==> src/rtl/irq_pkg.sv <==
package irq_pkg;
  localparam int unsigned NUM_LVL = 7;
  localparam int unsigned LVL_W   = $clog2(NUM_LVL + 1);
  localparam int unsigned VEC_W   = 8;
  localparam int unsigned FC_W    = 3;

  typedef enum logic [1:0] {
    RESP_IDLE = 2'd0,
    RESP_VEC  = 2'd1,
    RESP_AUTO = 2'd2
  } resp_e;
endpackage

==> src/rtl/irq_prio_enc.sv <==
module irq_prio_enc #(
  parameter int unsigned N  = irq_pkg::NUM_LVL,
  parameter int unsigned LW = irq_pkg::LVL_W
) (
  input  logic          clk_i,
  input  logic          rst_ni,
  input  logic [N-1:0]  req_i,
  input  logic          hold_i,
  output logic [LW-1:0] lvl_o
);
  logic [LW-1:0] enc;
  logic [LW-1:0] lvl_q;

  // later index overrides: highest set bit wins
  always_comb begin
    enc = '0;
    for (int i = 0; i < int'(N); i++) begin
      if (req_i[i]) enc = LW'(i + 1);
    end
  end

  always_ff @(posedge clk_i or negedge rst_ni) begin
    if (!rst_ni)      lvl_q <= '0;
    else if (!hold_i) lvl_q <= enc;
  end

  assign lvl_o = lvl_q;

  p_hold_stable_r5: assert property (@(posedge clk_i) disable iff (!rst_ni)
    (hold_i && $past(hold_i)) |-> $stable(lvl_q));

  p_top_wins_r2: assert property (@(posedge clk_i) disable iff (!rst_ni)
    ($past(!hold_i) && $past(req_i[N-1])) |-> (lvl_q == LW'(N)));
endmodule

==> src/rtl/irq_ack_match.sv <==
module irq_ack_match #(
  parameter int unsigned N   = irq_pkg::NUM_LVL,
  parameter int unsigned LW  = irq_pkg::LVL_W,
  parameter int unsigned VW  = irq_pkg::VEC_W,
  parameter int unsigned FCW = irq_pkg::FC_W
) (
  input  logic [FCW-1:0]  fc_i,
  input  logic            as_ni,
  input  logic [LW-1:0]   lvl_i,
  input  logic [N-1:0]    req_i,
  input  logic [N-1:0]    auto_sel_i,
  input  logic [N*VW-1:0] vec_tbl_i,
  output logic            ack_o,
  output logic            hit_o,
  output logic            auto_o,
  output logic [VW-1:0]   vec_o
);
  logic [VW-1:0] vec_arr [N];

  for (genvar g = 0; g < int'(N); g++) begin : g_vec
    assign vec_arr[g] = vec_tbl_i[g*VW +: VW];
  end

  assign ack_o = !as_ni && (&fc_i);

  // level 0 matches no slot
  always_comb begin
    hit_o  = 1'b0;
    auto_o = 1'b0;
    vec_o  = '0;
    for (int i = 0; i < int'(N); i++) begin
      if (lvl_i == LW'(i + 1)) begin
        hit_o  = ack_o && req_i[i];
        auto_o = auto_sel_i[i];
        vec_o  = vec_arr[i];
      end
    end
  end
endmodule

==> src/rtl/irq_resp.sv <==
module irq_resp #(
  parameter int unsigned VW = irq_pkg::VEC_W
) (
  input  logic          clk_i,
  input  logic          rst_ni,
  input  logic          as_ni,
  input  logic          ack_i,
  input  logic          hit_i,
  input  logic          auto_i,
  input  logic [VW-1:0] vec_i,
  output logic [VW-1:0] data_o,
  output logic          data_oe_o,
  output logic          dtack_no,
  output logic          vpa_no
);
  import irq_pkg::*;

  resp_e         st_q, st_d;
  logic [VW-1:0] data_q, data_d;

  always_comb begin
    st_d   = st_q;
    data_d = data_q;
    unique case (st_q)
      RESP_IDLE: begin
        if (hit_i) begin
          st_d   = auto_i ? RESP_AUTO : RESP_VEC;
          data_d = auto_i ? '0 : vec_i;
        end
      end
      RESP_VEC, RESP_AUTO: begin
        if (as_ni) begin
          st_d   = RESP_IDLE;
          data_d = '0;
        end
      end
      default: begin
        st_d   = RESP_IDLE;
        data_d = '0;
      end
    endcase
  end

  always_ff @(posedge clk_i or negedge rst_ni) begin
    if (!rst_ni) begin
      st_q   <= RESP_IDLE;
      data_q <= '0;
    end else begin
      st_q   <= st_d;
      data_q <= data_d;
    end
  end

  assign data_o    = data_q;
  assign data_oe_o = (st_q == RESP_VEC);
  assign dtack_no  = (st_q != RESP_VEC);
  assign vpa_no    = (st_q != RESP_AUTO);

  p_excl_r11: assert property (@(posedge clk_i) disable iff (!rst_ni)
    !(!dtack_no && !vpa_no));

  p_release_r9: assert property (@(posedge clk_i) disable iff (!rst_ni)
    as_ni |=> (dtack_no && vpa_no && !data_oe_o));

  p_data_hold_r9: assert property (@(posedge clk_i) disable iff (!rst_ni)
    (!dtack_no && $past(!dtack_no)) |-> $stable(data_o));

  p_start_needs_ack_r4: assert property (@(posedge clk_i) disable iff (!rst_ni)
    (st_q != RESP_IDLE && $past(st_q) == RESP_IDLE) |-> $past(ack_i && hit_i));
endmodule

==> src/rtl/irq_responder.sv <==
module irq_responder #(
  parameter int unsigned N   = irq_pkg::NUM_LVL,
  parameter int unsigned VW  = irq_pkg::VEC_W,
  parameter int unsigned FCW = irq_pkg::FC_W,
  localparam int unsigned LW = $clog2(N + 1)
) (
  input  logic            clk_i,
  input  logic            rst_ni,
  input  logic [N-1:0]    req_i,
  input  logic [N*VW-1:0] vec_tbl_i,
  input  logic [N-1:0]    auto_sel_i,
  input  logic [FCW-1:0]  fc_i,
  input  logic [3:1]      addr_i,
  input  logic            as_ni,
  output logic [LW-1:0]   ipl_no,
  output logic [VW-1:0]   data_o,
  output logic            data_oe_o,
  output logic            dtack_no,
  output logic            vpa_no
);
  logic          ack;
  logic          hit;
  logic          auto_sel;
  logic [VW-1:0] vec;
  logic [LW-1:0] lvl;
  logic [LW-1:0] ack_lvl;

  assign ack_lvl = LW'(addr_i);

  irq_prio_enc #(.N(N), .LW(LW)) u_enc (
    .clk_i  (clk_i),
    .rst_ni (rst_ni),
    .req_i  (req_i),
    .hold_i (ack),
    .lvl_o  (lvl)
  );

  irq_ack_match #(.N(N), .LW(LW), .VW(VW), .FCW(FCW)) u_match (
    .fc_i       (fc_i),
    .as_ni      (as_ni),
    .lvl_i      (ack_lvl),
    .req_i      (req_i),
    .auto_sel_i (auto_sel_i),
    .vec_tbl_i  (vec_tbl_i),
    .ack_o      (ack),
    .hit_o      (hit),
    .auto_o     (auto_sel),
    .vec_o      (vec)
  );

  irq_resp #(.VW(VW)) u_resp (
    .clk_i     (clk_i),
    .rst_ni    (rst_ni),
    .as_ni     (as_ni),
    .ack_i     (ack),
    .hit_i     (hit),
    .auto_i    (auto_sel),
    .vec_i     (vec),
    .data_o    (data_o),
    .data_oe_o (data_oe_o),
    .dtack_no  (dtack_no),
    .vpa_no    (vpa_no)
  );

  assign ipl_no = ~lvl;

  p_no_resp_without_req_r8: assert property (@(posedge clk_i) disable iff (!rst_ni)
    ($past(ack) && !$past(hit) && $past(dtack_no) && $past(vpa_no))
      |-> (dtack_no && vpa_no));

  p_oe_zero_r11: assert property (@(posedge clk_i) disable iff (!rst_ni)
    !data_oe_o |-> (data_o == '0));
endmodule

==> config.mk <==
export PLATFORM = sky130hd
export DESIGN_NAME = irq_responder
export DESIGN_NICKNAME = d
export VERILOG_FILES = /design/src/rtl/irq_pkg.sv /design/src/rtl/irq_prio_enc.sv /design/src/rtl/irq_ack_match.sv /design/src/rtl/irq_resp.sv /design/src/rtl/irq_responder.sv
export SDC_FILE = /design/constraint.sdc
export NUM_CORES = 1
export LEC_CHECK = 0
export BUFFER_PORTS_ARGS = -buffer_cell sky130_fd_sc_hd__buf_4
export CAP_MARGIN = 5
export CORE_MARGIN = 2
export CORE_UTILIZATION = 44
export CTS_CLUSTER_DIAMETER = 100
export CTS_CLUSTER_SIZE = 16
export DETAILED_ROUTE_END_ITERATION = 10
export GPL_TIMING_DRIVEN = 1
export PLACE_DENSITY = 0.84
export SKIP_LAST_GASP = 1
export SYNTH_ARGS = -nofsm -noshare
export SYNTH_HDL_FRONTEND = slang
export SYNTH_SLANG_ARGS = --single-unit
export TNS_END_PERCENT = 50
==> constraint.sdc <==
create_clock -name clk_i -period 3 [get_ports clk_i]
set_clock_uncertainty 0.05 [all_clocks]
set_input_delay 0.15 -clock clk_i [delete_from_list [all_inputs] [get_ports clk_i]]
set_output_delay 0.15 -clock clk_i [all_outputs]
set_load 0.02 [all_outputs]
==> results.yml <==
layout:
  top_library_cells_by_usage_in_the_layout_fill_and_taps_aside: "buf_4 (92), nor2_1 (14), dfrtp_1 (13)"
  proportion_of_layout_cells_with_a_drive_suffix_above_1_pct: 52.42
  finish.cell_count_without_fillers: 258
  area_overhead_vs_synth_pct: 54.05
  multiInputGateArea_um2: 882.1
  sequential_cell_area_um2: 325.3
  final_util_pct: 72.08
  antenna_cells_inserted: 0
  n_fill_cell: 215
  layout_commonest_cell: "buf_4"
  final_net_count: 310
clock_tree:
  tritoncts: "built"
  cts-htree-levels: 1
  clk_transition_reported_paths_ns: 0.08
  cts_resized: 0
  clkSinkCount: 13
  insertion_delay_ns: 0.27
  ctsRootBufferMaster: "clkbuf_4"
  clock_path_buffers: 2
  postCtsHoldBufs: 1
  cts-buffers-inserted: 3
  post-cts-setup-buffers: 0
global_routing:
  grt-ovfl-total: 0
  grt_pass1_wl_um: 6230
  grt_max_degree: 31
  antenna_violations_before_repair: 0
  grt_use_total_pct: 23.64
  first_global_vias: 1394
drt:
  routed_wire_per_std_cell_um: 15.60
  detail_route.wirelength_um: 4024
  drt_pass1_iterations: 7
  routed_via_density: 5.581
  routed-via-count: 1440
  drt_first_iter_violations: 41
  detail-route-antenna-nets: 0
  post-route-drc-count: 2
logic_synthesis:
  post_synth_and_or_nand_nor_area_fraction_pct: 13.16
  synthesis.nets: 221
  yosysWarnings: 0
  yosysTopAreaCell: "dfrtp_1"
  synth-main-ff-cell: "dfrtp_1"
  synth_adder_area_share_pct: 2.860
  syn-instance-count: 139
  synthXorXnorAreaFrac_pct: 0
  number_of_synthesized_flops_with_an_enable_pin: 0
  synth.top_cell.area_share_pct: 24.79
  synth_async_sr_flop_share_pct: 100.0
  synth_top_family_by_area: "compound AO/OA/AOI/OAI gates"
  synth_area_per_cell_um2: 9.443
  ys_top_cells_by_area: "dfrtp_1 (25%), mux4_2 (10%), mux2_2 (5.1%)"
  synth.cell_area_um2: 1313
  synth.distinct_cells: 42
  synth_seq_area_share_pct: 24.79
  synth_register_bits: 13
  synth_compound_area_share_pct: 31.17
  yosys-mux-area-fraction_pct: 20.02
job:
  max-cap-violations: 0
pwr:
  power.static_leakage_nw: 0.9842
  max-vdd-ir-drop_mv: 0.1511
  power.density_nw_per_um2: 372.2
placement:
  place_inst: 253
  dp_hpwl_um: 3392
  portbufs: 92
  dp_slack_ns: 0.9689
  place.gp.congestion: 0.7992
floorplanning:
  floorplan.initialDensity_pct: 46.79
  die_w_um: 58.62
  core.rowCount: 19
  die_h_um: 58.62
  boundary_pins: 93
  fp.dieArea_um2: 3436
  total_core_area_um2: 2805
outcome:
  violated_checks: "DRC"
  outcome: "finished, violations left"
timing:
  finalSetupViolCount: 0
  post-route-period-util_pct: 66.17
  maxSlewViolCount: 0
  timing.final.crit_period_ns: 1.985
  timing.setup.tns_ns: 0
  report.final.hold_viol_count: 0
  clock.fmax_ghz: 0.5038
  grt_setup_unrepaired: "false"
  final.setup.worst_slack_ns: 1.015
  worst_pin_slew_ns: 0.8699
  max_slew_headroom_pct: 41.91
setup_path:
  cp_data_required_time_ns: 3.10
  worstPathArrival_ns: 2.09
  critical_path_peak_fanout: 14
  critPathKind: "reg2reg"
  setup.worst_path.start_class: "flop"
  setup.worst_path.end_class: "flop"
hold_path:
  hold_path_class: "in2reg"
## layer usage
layer  routed length [um]  vias up  track usage (%)
met5                    0        -                0
met4                  121        0            12.66
met3                  220       12            1.758
met2                 2080       72            39.33
met1                 1602      655            30.62
li1                     -      701                -
## path summary, 6_finish.rpt
kind | to | slack [ns] | depth (start not counted) | startpoint
max in group asynchronous | u_resp.data_o[2] | 2.54 | 2 | rst_ni
min in group asynchronous | u_enc.lvl_o[0] | 0.20 | 2 | rst_ni
setup reg to reg | u_resp.data_o[6] | 1.01 | 6 | u_resp.st_q[1]
hold / removal | u_enc.lvl_o[0] | 0.12 | 3 | req_i[6]
setup / recovery | u_resp.data_o[6] | 1.01 | 6 | u_resp.st_q[1]
hold reg to reg | u_resp.data_o[4] | 0.43 | 2 | u_resp.data_o[4]
## cell families after synthesis
family | count (synthesis)
fa+ha+maj | 3
simple gates | 37
flops | 13
buf+inv | 22
mux | 18
compound gates | 46
## flip-flops by register name (all words and copies together), names as in the netlist
name	flops
u_resp.st_q	2
u_enc.lvl_o	3
u_resp.data_o	8
## Yosys cell counts, types with 2 or more instances
cell / n
mux2_2: 6
mux4_2: 6
ha_1: 3
a31oi_1: 2
o21ai_1: 4
mux2i_1: 6
o31ai_2: 4
nor2_1: 14
a221oi_1: 5
dfrtp_1: 13
nand2b_1: 4
o22ai_1: 2
nand2_1: 12
buf_4: 2
o21ai_0: 6
buf_2: 6
o31ai_1: 3
nor2b_1: 2
inv_1: 12
a21oi_1: 4
a22o_1: 2
## critical path: stages (launching register included)
cell,delay [ns]
dfrtp_1,0.41
inv_1,0.09
ha_1,0.24
inv_1,0.07
o311ai_2,0.78
a211o_1,0.18
o21ai_1,0.05
## per-stage QoR
stage	hold WS, ns	instance area (um^2)	power [mW]
floorplan	-0.1956	1313	0.4807
finish	0.1161	2022	0.7525
global placement	-0.05514	1986	0.6400
CTS	0.1047	2022	0.7572
detailed placement	-0.05048	1986	0.6520
global route	0.1203	2022	0.8063
## final cells by class
class                   instances  area share (%)
flip-flops and latches         13           16.09
clock buffers                   4           1.300
inverters                      13           2.413
well taps                      31           1.918
multi-input cells             104           43.63
repair buffers                 93           34.65
## power breakdown
| group | total, mW | switching (mW) | internal [mW] |
|---|---|---|---|
| registers | 0.231 | 0.0211 | 0.210 |
| logic | 0.418 | 0.214 | 0.203 |
| clock network | 0.104 | 0.0528 | 0.0515 |
Power figures use the tool's default switching activity.
